===== config.mk =====
export PLATFORM = sky130hd
export DESIGN_NAME = trk_brake_ctrl
export DESIGN_NICKNAME = d
export VERILOG_FILES = /design/src/rtl/tbc_pkg.sv /design/src/rtl/tbc_sync.sv /design/src/rtl/tbc_cancel.sv /design/src/rtl/tbc_in_path.sv /design/src/rtl/tbc_out_path.sv /design/src/rtl/trk_brake_ctrl.sv
export SDC_FILE = /design/constraint.sdc
export NUM_CORES = 1
export LEC_CHECK = 0
export ABC_AREA = 1
export BUFFER_PORTS_ARGS = -buffer_cell sky130_fd_sc_hd__buf_2
export CORE_ASPECT_RATIO = 1.5
export CORE_MARGIN = 3
export CORE_UTILIZATION = 30
export CTS_BUF_LIST = sky130_fd_sc_hd__clkbuf_4 sky130_fd_sc_hd__clkbuf_8 sky130_fd_sc_hd__clkbuf_16
export DETAILED_ROUTE_END_ITERATION = 8
export HOLD_SLACK_MARGIN = 0.02
export SYNTH_ARGS = -nofsm -noshare
export SYNTH_HDL_FRONTEND = slang
export SYNTH_SLANG_ARGS = --single-unit

===== constraint.sdc =====
create_clock -name clk -period 2.2 [get_ports clk]
set_input_delay 0.33 -clock clk [delete_from_list [all_inputs] [get_ports clk]]
set_output_delay 0.33 -clock clk [all_outputs]
set_load 0.05 [all_outputs]

===== src/rtl/tbc_pkg.sv =====
package tbc_pkg;

    localparam int SYNC_STAGES = 2;

    typedef enum logic {
        BRAKE_AT_OUTPUT = 1'b0,
        BRAKE_AT_INPUT  = 1'b1
    } brake_target_e;

    typedef struct packed {
        logic tzc_prev;
        logic cancel;
    } cancel_state_t;

endpackage


===== src/rtl/tbc_sync.sv =====
module tbc_sync #(
    parameter int N      = 2,
    parameter int STAGES = tbc_pkg::SYNC_STAGES
) (
    input  logic         clk,
    input  logic         rst_n,
    input  logic [N-1:0] din,
    output logic [N-1:0] dout
);
    logic [STAGES-1:0][N-1:0] chain_d, chain_q;

    generate
        for (genvar s = 0; s < STAGES; s++) begin : g_stage
            if (s == 0) begin : g_first
                assign chain_d[s] = din;
            end else begin : g_next
                assign chain_d[s] = chain_q[s-1];
            end
        end
    endgenerate

    always_ff @(posedge clk or negedge rst_n) begin
        if (!rst_n) chain_q <= '0;
        else        chain_q <= chain_d;
    end

    assign dout = chain_q[STAGES-1];
endmodule


===== src/rtl/tbc_cancel.sv =====
module tbc_cancel
    import tbc_pkg::*;
(
    input  logic clk,
    input  logic rst_n,
    input  logic mirr_s,
    input  logic tzc_s,
    output logic cancel,
    output logic tzc_edge
);
    cancel_state_t st_d, st_q;

    always_comb begin
        st_d          = st_q;
        st_d.tzc_prev = tzc_s;
        tzc_edge      = tzc_s ^ st_q.tzc_prev;
        if (tzc_edge) st_d.cancel = mirr_s;
    end

    always_ff @(posedge clk or negedge rst_n) begin
        if (!rst_n) st_q <= '0;
        else        st_q <= st_d;
    end

    assign cancel = st_q.cancel;

    AST_CANCEL_ONLY_ON_EDGE: assert property (@(posedge clk) disable iff (!rst_n)
        !tzc_edge |=> $stable(cancel));
    AST_CANCEL_TAKES_MIRR: assert property (@(posedge clk) disable iff (!rst_n)
        tzc_edge |=> cancel == $past(mirr_s));
endmodule


===== src/rtl/tbc_in_path.sv =====
module tbc_in_path
    import tbc_pkg::*;
#(
    parameter int SAMPLE_W = 16
) (
    input  logic                clk,
    input  logic                rst_n,
    input  logic [SAMPLE_W-1:0] te_in,
    input  logic [SAMPLE_W-1:0] ce_in,
    input  logic                swap_ce,
    input  brake_target_e       brake_tgt,
    input  logic                cancel,
    input  logic                mirr_mask,
    input  logic                mirr_s,
    output logic [SAMPLE_W-1:0] filt_din
);
    typedef struct packed {
        logic [SAMPLE_W-1:0] sample;
    } in_state_t;

    in_state_t st_d, st_q;
    logic      brake_hit, mirr_hit;

    always_comb begin
        brake_hit = (brake_tgt == BRAKE_AT_INPUT) && cancel;
        mirr_hit  = mirr_mask && mirr_s;
        st_d      = st_q;
        if (brake_hit || mirr_hit) st_d.sample = '0;
        else if (swap_ce)          st_d.sample = ce_in;
        else                       st_d.sample = te_in;
    end

    always_ff @(posedge clk or negedge rst_n) begin
        if (!rst_n) st_q <= '0;
        else        st_q <= st_d;
    end

    assign filt_din = st_q.sample;

    AST_IN_BRAKE_ZERO: assert property (@(posedge clk) disable iff (!rst_n)
        (brake_tgt == BRAKE_AT_INPUT && cancel) |=> filt_din == '0);
    AST_IN_MIRR_ZERO: assert property (@(posedge clk) disable iff (!rst_n)
        (mirr_mask && mirr_s) |=> filt_din == '0);
    AST_IN_SELECT: assert property (@(posedge clk) disable iff (!rst_n)
        (!(brake_tgt == BRAKE_AT_INPUT && cancel) && !(mirr_mask && mirr_s))
        |=> filt_din == ($past(swap_ce) ? $past(ce_in) : $past(te_in)));
endmodule


===== src/rtl/tbc_out_path.sv =====
module tbc_out_path
    import tbc_pkg::*;
#(
    parameter int SAMPLE_W = 16
) (
    input  logic                clk,
    input  logic                rst_n,
    input  logic [SAMPLE_W-1:0] filt_dout,
    input  brake_target_e       brake_tgt,
    input  logic                cancel,
    input  logic                hold_en,
    input  logic                clear_en,
    input  logic                surf_jump,
    input  logic                jump_active,
    output logic [SAMPLE_W-1:0] trk_drive,
    output logic                filt_clear
);
    typedef struct packed {
        logic [SAMPLE_W-1:0] drive;
        logic                jump_prev;
        logic                clr;
    } out_state_t;

    out_state_t st_d, st_q;
    logic       hold_act, mask_out, jump_exit;

    always_comb begin
        hold_act  = hold_en && surf_jump && jump_active;
        mask_out  = (brake_tgt == BRAKE_AT_OUTPUT) && cancel;
        jump_exit = st_q.jump_prev && !jump_active;
        st_d           = st_q;
        st_d.jump_prev = jump_active;
        st_d.clr       = clear_en && surf_jump && jump_exit;
        if (hold_act)      st_d.drive = st_q.drive;
        else if (mask_out) st_d.drive = '0;
        else               st_d.drive = filt_dout;
    end

    always_ff @(posedge clk or negedge rst_n) begin
        if (!rst_n) st_q <= '0;
        else        st_q <= st_d;
    end

    assign trk_drive  = st_q.drive;
    assign filt_clear = st_q.clr;

    AST_OUT_MASKED: assert property (@(posedge clk) disable iff (!rst_n)
        (!(hold_en && surf_jump && jump_active) && brake_tgt == BRAKE_AT_OUTPUT && cancel)
        |=> trk_drive == '0);
    AST_OUT_FOLLOWS: assert property (@(posedge clk) disable iff (!rst_n)
        (!(hold_en && surf_jump && jump_active) && !(brake_tgt == BRAKE_AT_OUTPUT && cancel))
        |=> trk_drive == $past(filt_dout));
    AST_OUT_HELD: assert property (@(posedge clk) disable iff (!rst_n)
        (hold_en && surf_jump && jump_active) |=> $stable(trk_drive));
    AST_CLEAR_SINGLE: assert property (@(posedge clk) disable iff (!rst_n)
        filt_clear |=> !filt_clear);
    AST_CLEAR_QUALIFIED: assert property (@(posedge clk) disable iff (!rst_n)
        $rose(filt_clear) |-> $past(clear_en && surf_jump && !jump_active));
endmodule


===== src/rtl/trk_brake_ctrl.sv =====
module trk_brake_ctrl
    import tbc_pkg::*;
#(
    parameter int SAMPLE_W = 16
) (
    input  logic                clk,
    input  logic                rst_n,
    input  logic [SAMPLE_W-1:0] te_in,
    input  logic [SAMPLE_W-1:0] ce_in,
    input  logic                mirr_in,
    input  logic                tzc_in,
    input  logic                jump_active,
    input  logic                surf_jump,
    input  logic                cfg_swap_ce,
    input  logic                cfg_brake_at_input,
    input  logic                cfg_mirr_mask,
    input  logic                cfg_hold_surf,
    input  logic                cfg_clear_on_servo,
    input  logic [SAMPLE_W-1:0] filt_dout,
    output logic [SAMPLE_W-1:0] filt_din,
    output logic [SAMPLE_W-1:0] trk_drive,
    output logic                filt_clear
);
    localparam int N_SYNC = 2;

    logic [N_SYNC-1:0] async_lv, sync_lv;
    logic              mirr_s, tzc_s, cancel, tzc_edge;
    brake_target_e     brake_tgt;

    assign async_lv  = {tzc_in, mirr_in};
    assign mirr_s    = sync_lv[0];
    assign tzc_s     = sync_lv[1];
    assign brake_tgt = brake_target_e'(cfg_brake_at_input);

    tbc_sync #(.N(N_SYNC), .STAGES(SYNC_STAGES)) u_sync (
        .clk  (clk),
        .rst_n(rst_n),
        .din  (async_lv),
        .dout (sync_lv)
    );

    tbc_cancel u_cancel (
        .clk     (clk),
        .rst_n   (rst_n),
        .mirr_s  (mirr_s),
        .tzc_s   (tzc_s),
        .cancel  (cancel),
        .tzc_edge(tzc_edge)
    );

    tbc_in_path #(.SAMPLE_W(SAMPLE_W)) u_in (
        .clk      (clk),
        .rst_n    (rst_n),
        .te_in    (te_in),
        .ce_in    (ce_in),
        .swap_ce  (cfg_swap_ce),
        .brake_tgt(brake_tgt),
        .cancel   (cancel),
        .mirr_mask(cfg_mirr_mask),
        .mirr_s   (mirr_s),
        .filt_din (filt_din)
    );

    tbc_out_path #(.SAMPLE_W(SAMPLE_W)) u_out (
        .clk        (clk),
        .rst_n      (rst_n),
        .filt_dout  (filt_dout),
        .brake_tgt  (brake_tgt),
        .cancel     (cancel),
        .hold_en    (cfg_hold_surf),
        .clear_en   (cfg_clear_on_servo),
        .surf_jump  (surf_jump),
        .jump_active(jump_active),
        .trk_drive  (trk_drive),
        .filt_clear (filt_clear)
    );

    AST_RESET_QUIET: assert property (@(posedge clk)
        !rst_n |=> (filt_clear == 1'b0 || rst_n));
    AST_EDGE_NEEDS_TZC_CHANGE: assert property (@(posedge clk) disable iff (!rst_n)
        tzc_edge |-> $past(tzc_s) != tzc_s);
endmodule


# ---- After elaboration in Yosys (flattened, before gate mapping)
# Index checks and enable logic that the tools add are counted.
dict set report word_totals {
  ff_bits 40
  latchBits 0
  ram_bits 0
  romBits 0
  inputBits 59
  output_inout_bits 33
  wordCells 23
  n_memories 0
}
dict set report classes {
  add_sub_neg 0
  n_mul 0
  n_div 0
  magnitude_cmp 0
  n_eq_ne 0
  shifts 0
  mux 3
  bitwise_logic 2
  n_reduce_logical 10
}
# cell n
set ops {}
lappend ops {{16-bit 2-to-1 mux} 3}
lappend ops {{1-bit logical AND} 8}
lappend ops {{1-bit zero test} 1}
lappend ops {{1-bit logical OR} 1}
lappend ops {{1-bit NOT} 1}
lappend ops {{1-bit XOR} 1}

# ---- Depth between registers and ports, before layout
# Gate-level depths: netlist of run 1.
dict set report depth {
  word_depth 3
  ltp_mapped 5
  mapped_depth_nobuf 4
}

# ---- Modules after synthesis
# From an unflattened synthesis of run 1, not the netlist that was laid out.
dict set report unflattened {
  hier_cells 183
  area_unflattened_um2 1888.1
}
# mod instances cells_per_inst area_per_inst_um2 seq_area_each_um2
set modules_own_cells {}
lappend modules_own_cells {tbc_out_path 1 95 1006.0 450.4}
lappend modules_own_cells {tbc_in_path 1 72 691.9 400.4}
lappend modules_own_cells {tbc_sync 1 4 100.1 100.1}
lappend modules_own_cells {tbc_cancel 1 12 90.1 50.0}

# ---- Worst setup path before layout of run 1
# Ideal clock, no wire load.
dict set report synth_timing {
  path_kind {input -> register}
  startpoint {input port cfg_hold_surf}
  endpoint {register u_out.st_q, in the netlist u_out.trk_drive[10]}
  setup_ps 117
  arrival_ps 800
  required_ps 2083
  setup_slack_ps 1282
  stages 5
  path_buffers 2
  cell_sequence {buf_4 -> nand3_4 -> buf_6 -> nand3_1 -> nand2_1}
}
dict set report synth_between {
  elab_chain_len 2
}
# item line
set synth_rtl {}
lappend synth_rtl {{start: declaration} trk_brake_ctrl.sv:17} ;# input logic cfg_hold_surf,
lappend synth_rtl {{1-bit logical AND (2 in a row)} tbc_out_path.sv:28} ;# hold_act = hold_en && surf_jump && jump_active;
lappend synth_rtl {{end signal: assignment} tbc_out_path.sv:41} ;# else st_q <= st_d;
lappend synth_rtl {{end: declaration} tbc_out_path.sv:24} ;# out_state_t st_d, st_q;
# Every way passes these cells.
# A chain may end at the register's enable or synchronous reset.

# ---- Final worst setup path of run 1
dict set report layout_timing {
  startpoint {register u_out.st_q, in the netlist u_out.trk_drive[4]}
  endpoint {output port trk_drive[4]}
}
# item line
set layout_rtl {}
lappend layout_rtl {{end: declaration} trk_brake_ctrl.sv:21} ;# output logic [SAMPLE_W-1:0] trk_drive,
# No word-level cell between the ends.

==> results of run 1 <==
## flip-flops by register name, summed over array words and instances (netlist names)
register          flops
u_out.trk_drive      16
u_out.st_q            1
u_sync.chain_d        2
u_sync.dout           2
u_cancel.st_q         1
u_cancel.cancel       1
u_out.filt_clear      1
u_in.filt_din        16
## cell type report
cell class	count	share of cell area, %
repair buffers	94	21.72
inverters	4	0.7919
well taps	70	3.959
clock buffers	8	4.412
flip-flops and latches	40	45.25
multi-input cells	110	23.87
## metal layers
metal / vias to the layer above / GRT usage (%) / routed length [um]
li1: 731 / - / -
met2: 65 / 20.53 / 2097
met5: - / 0 / 0
met1: 661 / 15.68 / 1635
met3: 5 / 4.479 / 421
met4: 0 / 4.505 / 44
## worst max-delay path by stage
stage | from | endpoint
after floorplan | cfg_hold_surf | u_out.trk_drive[10]$_DFFE_PN0N_
after global placement | surf_jump | u_out.trk_drive[0]$_DFFE_PN0N_
after detailed placement | jump_active | u_out.trk_drive[11]$_DFFE_PN0N_
after CTS | u_out.trk_drive[4]$_DFFE_PN0N_ | trk_drive[4]
after global routing | u_out.trk_drive[14]$_DFFE_PN0N_ | trk_drive[14]
final | u_out.trk_drive[4]$_DFFE_PN0N_ | trk_drive[4]
## power breakdown
| group | internal [mW] | switching [mW] | leakage [nW] |
|---|---|---|---|
| clock | 0.280 | 0.230 | 0.0523 |
| sequential | 0.798 | 0.0272 | 0.498 |
| combinational | 0.113 | 0.331 | 0.675 |
## metrics by stage
stage / instances / util [%] / setup WS, ps
after global placement: 317 / 37.48 / 998.3
final: 326 / 39.39 / 937.8
after CTS: 326 / 39.39 / 924.6
after detailed placement: 317 / 37.48 / 992.5
after global routing: 326 / 39.39 / 911.8
after floorplan: 182 / - / 1283
## cell families (layout without fill, tap and decap cells)
group,Yosys count,in the layout,share of synthesized area (%)
AOI/OAI and AO/OA,16,16,4.507
buffers and inverters,32,106,13.94
DFF,40,40,56.34
and+or+nand+nor,94,94,25.21
## repair_timing
| item | 4_1_cts | 5_1_grt |
|---|---|---|
| setup buffers | 0 | 0 |
| hold buffers | 1 | 0 |
| resized for setup | 0 | 0 |
| endpoints found under the setup margin | 0 | 0 |
| endpoints found under the hold margin | 9 | 0 |
## layout by cell type, fill, tap and decap left out
master         count
buf_2             91
nand2_1           56
dfrtp_1           40
a21oi_1           16
nand3_1           16
nand4_1           16
clkbuf_8           6
inv_1              3
nand2_2            2
nand3_2            2
clkbuf_4           2
buf_4              2
inv_4              1
nor3b_1            1
nand3_4            1
dlygate4sd3_1      1
==> reports/results.tsv, run 1 <==
stage	metric	value	unit
worst_setup_path	startpoint_type	flop	
min_path	hold_depth	1	
min_path	min_from	tzc_in	
worst_setup_path	required	1870	ps
global_routing	grt_overflow	0	
route	wire_per_inst	12.88	um
worst_setup_path	critical_path.cell_chain	buf_2	
synthesis	synth.yosys.seq_area_share	56.34	%
worst_setup_path	cpPeakStageDelay	370	ps
route	routed_wl	4198	um
synthesis	synth_area	1777	um^2
sta	period_minus_slack	1262	ps
sta	fin_tns_setup	0	ps
worst_setup_path	rr_endpoint	u_in.filt_din[3]$_DFF_PN0_	
worst_setup_path	crit_type	reg2out	
synthesis	synth_area_leaders	dfrtp_1 56%, nand2_1 12%, buf_4 8.5%, nand4_1 5.6%, a21oi_1 4.5%	
placement	place_hpwl	3216	um
synthesis	yosysUniqueCellTypes	15	
synthesis	synth_seq_cells	40	
synthesis	async_flop_share	100.0	%
worst_setup_path	critical-path-top-delay-family	flip-flops	
sta	slew_viol_final	0	
worst_setup_path	path_depth	1	
synthesis	synthFlopType	dfrtp_1	
final_layout	area_growth	24.51	%
synthesis	synth_edf_count	0	
synthesis	synth_top_area_share	56.34	%
sta	fmax	792.3	MHz
worst_setup_path	worstPathArrival	930	ps
power_and_ir_drop	vdd_drop_max	0.3768	mV
job	maxCapViolations	0	
global_routing	grt_use_total	12.81	%
die	io_pins	92	
worst_setup_path	path_buf_inv	1	
die	start_util	31.64	%
sta	fin_crit_sh	57.37	%
synthesis	synthesis.instances	182	
global_routing	antenna_found_initial	0	
synthesis	synth_area_leader_cell	dfrtp_1	
sta	hold_ws	154.3	ps
clock_tree	cts_root_buf	clkbuf_8	
sta	rsz0062_at_grt	false	
route	ant_nets	0	
die	dieWidth	68.84	um
clock_tree	cts_buffers	5	
worst_setup_path	critPathSlowestCell	dfrtp_1	
sta	tightest_slew	344.6	ps
worst_setup_path	reg2reg_from	u_cancel.cancel$_DFFE_PN0P_	
route	via_per_inst	4.485	
placement	finalWeightedCongestion	0.7387	
final_layout	layout-drive-gt1-share	41.80	%
final_layout	final-seq-area	1001	um^2
min_path	hold_end	u_sync.chain_d[3]$_DFF_PN0_	
worst_setup_path	r2r_cells	3	
power_and_ir_drop	p_total	1.780	mW
final_layout	multi_input_area	528.0	um^2
synthesis	yosysMostFrequentCell	nand2_1	
placement	placed_area	2105	um^2
route	dr.pass1.iters	4	
clock_tree	clockBufferDepth	2	
global_routing	grt_pass1_vias	1424	
clock_tree	cts_sinks	40	
placement	port_buffers	91	
sta	slew_headroom	77.03	%
clock_tree	clkTransAtPathRegs	70	ps
worst_setup_path	cp-end-kind	output pin	
outcome	outcome	finished, final reports clean	
die	dieArea	6901	um^2
worst_setup_path	reg2reg_slack	1220	ps
sta	hold_viol	0	
clock_tree	cts_tree	yes	
final_layout	diodes	0	
power_and_ir_drop	p_per_area	804.6	nW/um^2
synthesis	syn_area_per_cell	9.762	um^2
final_layout	fin_area	2212	um^2
synthesis	netlist_top_cells_count	56 x nand2_1, 40 x dfrtp_1, 20 x buf_4	
die	num_rows	33	
final_layout	n_fill_cell	607	
route	routed-via-count	1462	
sta	clock_skew	3.950	ps
die	die_h	100.3	um
power_and_ir_drop	leakage	1.226	nW
clock_tree	clock_latency	280	ps
worst_setup_path	worstPathMaxFanout	2	
clock_tree	h-tree-depth	2	
route	drtIter0Drc	58	
global_routing	grt_first_pass_wirelength	6672	um
route	drc	0	
min_path	hp-class	in2reg	
synthesis	syn-num-nets	241	
die	core_area	5615	um^2
global_routing	grt_max_degree	20	
synthesis	yosysWarnings	0	
sta	setup_viol	0	
final_layout	nets	314	
Note: power is estimated with default switching activity, not from simulation.
==> inputs of run 2 (changes only) <==
--- a/config.mk
+++ b/config.mk
@@ -5,7 +5,7 @@
 export SDC_FILE = /design/constraint.sdc
 export NUM_CORES = 1
 export LEC_CHECK = 0
-export ABC_AREA = 1
+export ABC_AREA = 0
 export BUFFER_PORTS_ARGS = -buffer_cell sky130_fd_sc_hd__buf_2
 export CORE_ASPECT_RATIO = 1.5
 export CORE_MARGIN = 3
==> constraint.sdc (replaced) <==
create_clock -name clk -period 1.1 [get_ports clk]
set_input_delay 0.165 -clock clk [delete_from_list [all_inputs] [get_ports clk]]
set_output_delay 0.165 -clock clk [all_outputs]
set_load 0.05 [all_outputs]
==> run 2 against run 1 <==
Routed wire length down 9.6%. Worst setup slack worse by 900 ps. Critical path depth stayed put. Design area rose by 10%. Via count fell by 5.5%. Hold slack worse by 39 ps. Total power grew 120%. Die area rose by 2.9%. Area after synthesis is 3.2% higher.
==> reports/results.tsv, run 2 <==
stage	metric	value	unit	change
final_layout	layout-drive-gt1-share	51.06	%	+9.3 points
synthesis	async_flop_share	100.0	%	unchanged
final_layout	fin_area	2441	um^2	+10%
job	maxCapViolations	0		unchanged
power_and_ir_drop	vdd_drop_max	0.6887	mV	+83%
worst_setup_path	crit_type	reg2out		
synthesis	syn-num-nets	214		-11%
synthesis	synth_edf_count	0		unchanged
worst_setup_path	cpPeakStageDelay	350	ps	-20 ps
worst_setup_path	critPathSlowestCell	dfrtp_1		
route	ant_nets	0		unchanged
die	die_h	101.7	um	+1.5%
sta	setup_viol	0		unchanged
placement	placed_area	2267	um^2	+7.7%
route	drc	0		unchanged
sta	fmax	941.7	MHz	
final_layout	fin_cells	307		-5.8%
global_routing	grt_max_degree	41		+110%
worst_setup_path	startpoint_type	flop		
power_and_ir_drop	leakage	1.302	nW	+6.2%
route	wire_per_inst	12.36	um	-4.0%
clock_tree	cts_tree	yes		
worst_setup_path	path_buf_inv	1		unchanged
global_routing	grt_pass1_vias	1362		-4.4%
clock_tree	clkTransAtPathRegs	80	ps	about the same
synthesis	synth_area_leaders	dfrtp_1 55%, mux2i_1 8.7%, buf_4 7.0%, o31ai_2 6.1%, nand4_1 5.5%		
sta	period_minus_slack	1062	ps	
outcome	outcome	finished, final reports clean		
die	num_rows	34		+3.0%
placement	finalWeightedCongestion	0.7026		-4.9%
synthesis	yosysWarnings	0		unchanged
final_layout	nets	293		-6.7%
die	io_pins	92		unchanged
synthesis	yosysMostFrequentCell	dfrtp_1		
power_and_ir_drop	sw_frac_of_total	32.10	%	-0.95 points
min_path	hp-class	in2reg		
placement	numPlacedInstances	296		-6.6%
worst_setup_path	cp-end-kind	output pin		
power_and_ir_drop	p_clk_share	30.5	%	+1.8 points
die	dieArea	7103	um^2	+2.9%
synthesis	synthFlopType	dfrtp_1		
synthesis	synth_area_leader_cell	dfrtp_1		
final_layout	final_cell_mix	80 x buf_2, 40 x dfrtp_1		
worst_setup_path	required	940	ps	-930 ps
die	dieWidth	69.82	um	+1.4%
power_and_ir_drop	comb_power_share	26.9	%	+1.9 points
clock_tree	cts_root_buf	clkbuf_8		
worst_setup_path	critical-path-top-delay-family	flip-flops		
final_layout	area_growth	33.17	%	
clock_tree	h-tree-depth	2		unchanged
synthesis	synth_seq_cells	40		unchanged
placement	place_hpwl	2850	um	-11%
sta	tightest_slew	266.4	ps	-78.19 ps
clock_tree	cts_buffers	5		unchanged
die	core_area	5871	um^2	+4.5%
route	routed_wl	3795	um	-9.6%
synthesis	synthesis.instances	155		-15%
power_and_ir_drop	power_frac_seq	42.6	%	-3.8 points
sta	slew_headroom	82.24	%	+5.2 points
power_and_ir_drop	p_sw	1.251	mW	+110%
power_and_ir_drop	p_total	3.896	mW	+120%
global_routing	grt_overflow	0		unchanged
worst_setup_path	worstPathMaxFanout	2		unchanged
route	dr.pass1.iters	4		unchanged
final_layout	diodes	0		unchanged
power_and_ir_drop	internal_power	2.645	mW	+120%
power_and_ir_drop	p_per_area	1596	nW/um^2	+98%
clock_tree	cts_sinks	40		unchanged
sta	slew_viol_final	0		unchanged
route	via_per_inst	4.498		+0.31%
global_routing	grt_use_total	11.02	%	-1.8 points
sta	fin_crit_sh	96.54	%	
synthesis	syn_area_per_cell	11.83	um^2	+21%
synthesis	synth_area	1833	um^2	+3.2%
sta	hold_viol	0		unchanged
sta	fin_tns_setup	0	ps	unchanged
global_routing	antenna_found_initial	0		unchanged
synthesis	yosysUniqueCellTypes	20		+5
placement	port_buffers	91		unchanged
synthesis	synth_top_area_share	54.61	%	-1.7 points
sta	rsz0062_at_grt	false		
route	drtIter0Drc	70		+21%
worst_setup_path	worstPathArrival	900	ps	-30 ps
global_routing	grt_first_pass_wirelength	6175	um	-7.4%
synthesis	synth.yosys.seq_area_share	54.61	%	-1.7 points
clock_tree	clock_latency	280	ps	about the same
sta	hold_ws	115.3	ps	-38.99 ps
final_layout	n_fill_cell	590		-2.8%
sta	clock_skew	5.638	ps	+1.688 ps
final_layout	final_common_cell	buf_2		
route	routed-via-count	1381		-5.5%
worst_setup_path	critical_path.cell_chain	buf_2		
die	start_util	31.22	%	-0.42 points
clock_tree	clockBufferDepth	2		unchanged
synthesis	netlist_top_cells_count	40 x dfrtp_1, 17 x buf_4		
run 2: per-stage QoR:
step / setup slack [ps] / utilization, %
after floorplan: 21.32 / -
after global placement: 126.2 / 38.62
after detailed placement: 103.7 / 38.62
after CTS: 8.003 / 41.03
after global routing: 0.2036 / 41.58
final: 38.06 / 41.58
run 2: layout make-up:
class | instances | area (um^2) | share of cell area [%]
clock buffer | 6 | 76.32 | 3.127
clock inverter | 2 | 35.03 | 1.435
inverter | 16 | 60.06 | 2.460
sequential | 40 | 1001 | 41.00
multi-input combinational | 70 | 563.0 | 23.07
timing repair buffer | 101 | 615.6 | 25.22
tap | 72 | 90.09 | 3.690
run 2: worst paths after layout:
check	from	to	slack, ps	depth (start not counted)
max	u_out.trk_drive[15]$_DFFE_PN0N_	trk_drive[15]	40	1
min	te_in[4]	u_in.filt_din[4]$_DFF_PN0_	120	3
max reg2reg	u_cancel.cancel$_DFFE_PN0P_	u_out.trk_drive[4]$_DFFE_PN0N_	80	3
min reg2reg	u_sync.chain_d[3]$_DFF_PN0_	u_sync.dout[1]$_DFF_PN0_	350	0
max in group asynchronous	rst_n	u_out.trk_drive[5]$_DFFE_PN0N_	530	3
min in group asynchronous	rst_n	u_out.trk_drive[9]$_DFFE_PN0N_	370	3
run 2: power groups by stage:
stage	combinational (mW)	sequential, mW	clock, mW
final	1.05	1.66	1.19
after global routing	1.12	1.68	1.30
after CTS	1.04	1.66	1.24
after detailed placement	1.03	1.69	0
after global placement	1.03	1.68	0
after floorplan	0.574	1.90	0
run 2: kinds of logic after synthesis:
logic type	synth area share, %
DFF	54.61
AOI/OAI and AO/OA	10.24
muxes	9.351
buffers and inverters	15.08
and+or+nand+nor	10.24
xor gates and xnor gates	0.4779
run 2: per-layer routing:
| layer | track usage, % | up-vias | share of wire, % |
|---|---|---|---|
| met5 | 0 | - | 0 |
| met4 | 3.982 | 0 | 1.0 |
| met3 | 3.972 | 4 | 8.3 |
| met2 | 20.03 | 57 | 55 |
| met1 | 11.70 | 653 | 36 |
| li1 | - | 667 | - |
run 2: tightest hold or removal path: stages:
cell	delay [ps]
buf_2	70
mux2i_1	50
nor2_1	70
run 2: what timing repair did:
| action | CTS | global route |
|---|---|---|
| hold buffers | 3 | 0 |
| buffers inserted | 0 | 0 |
| endpoints found under the hold margin | 42 | 0 |
| setup endpoints to repair | 0 | 12 |
| gates resized for setup | 0 | 13 |
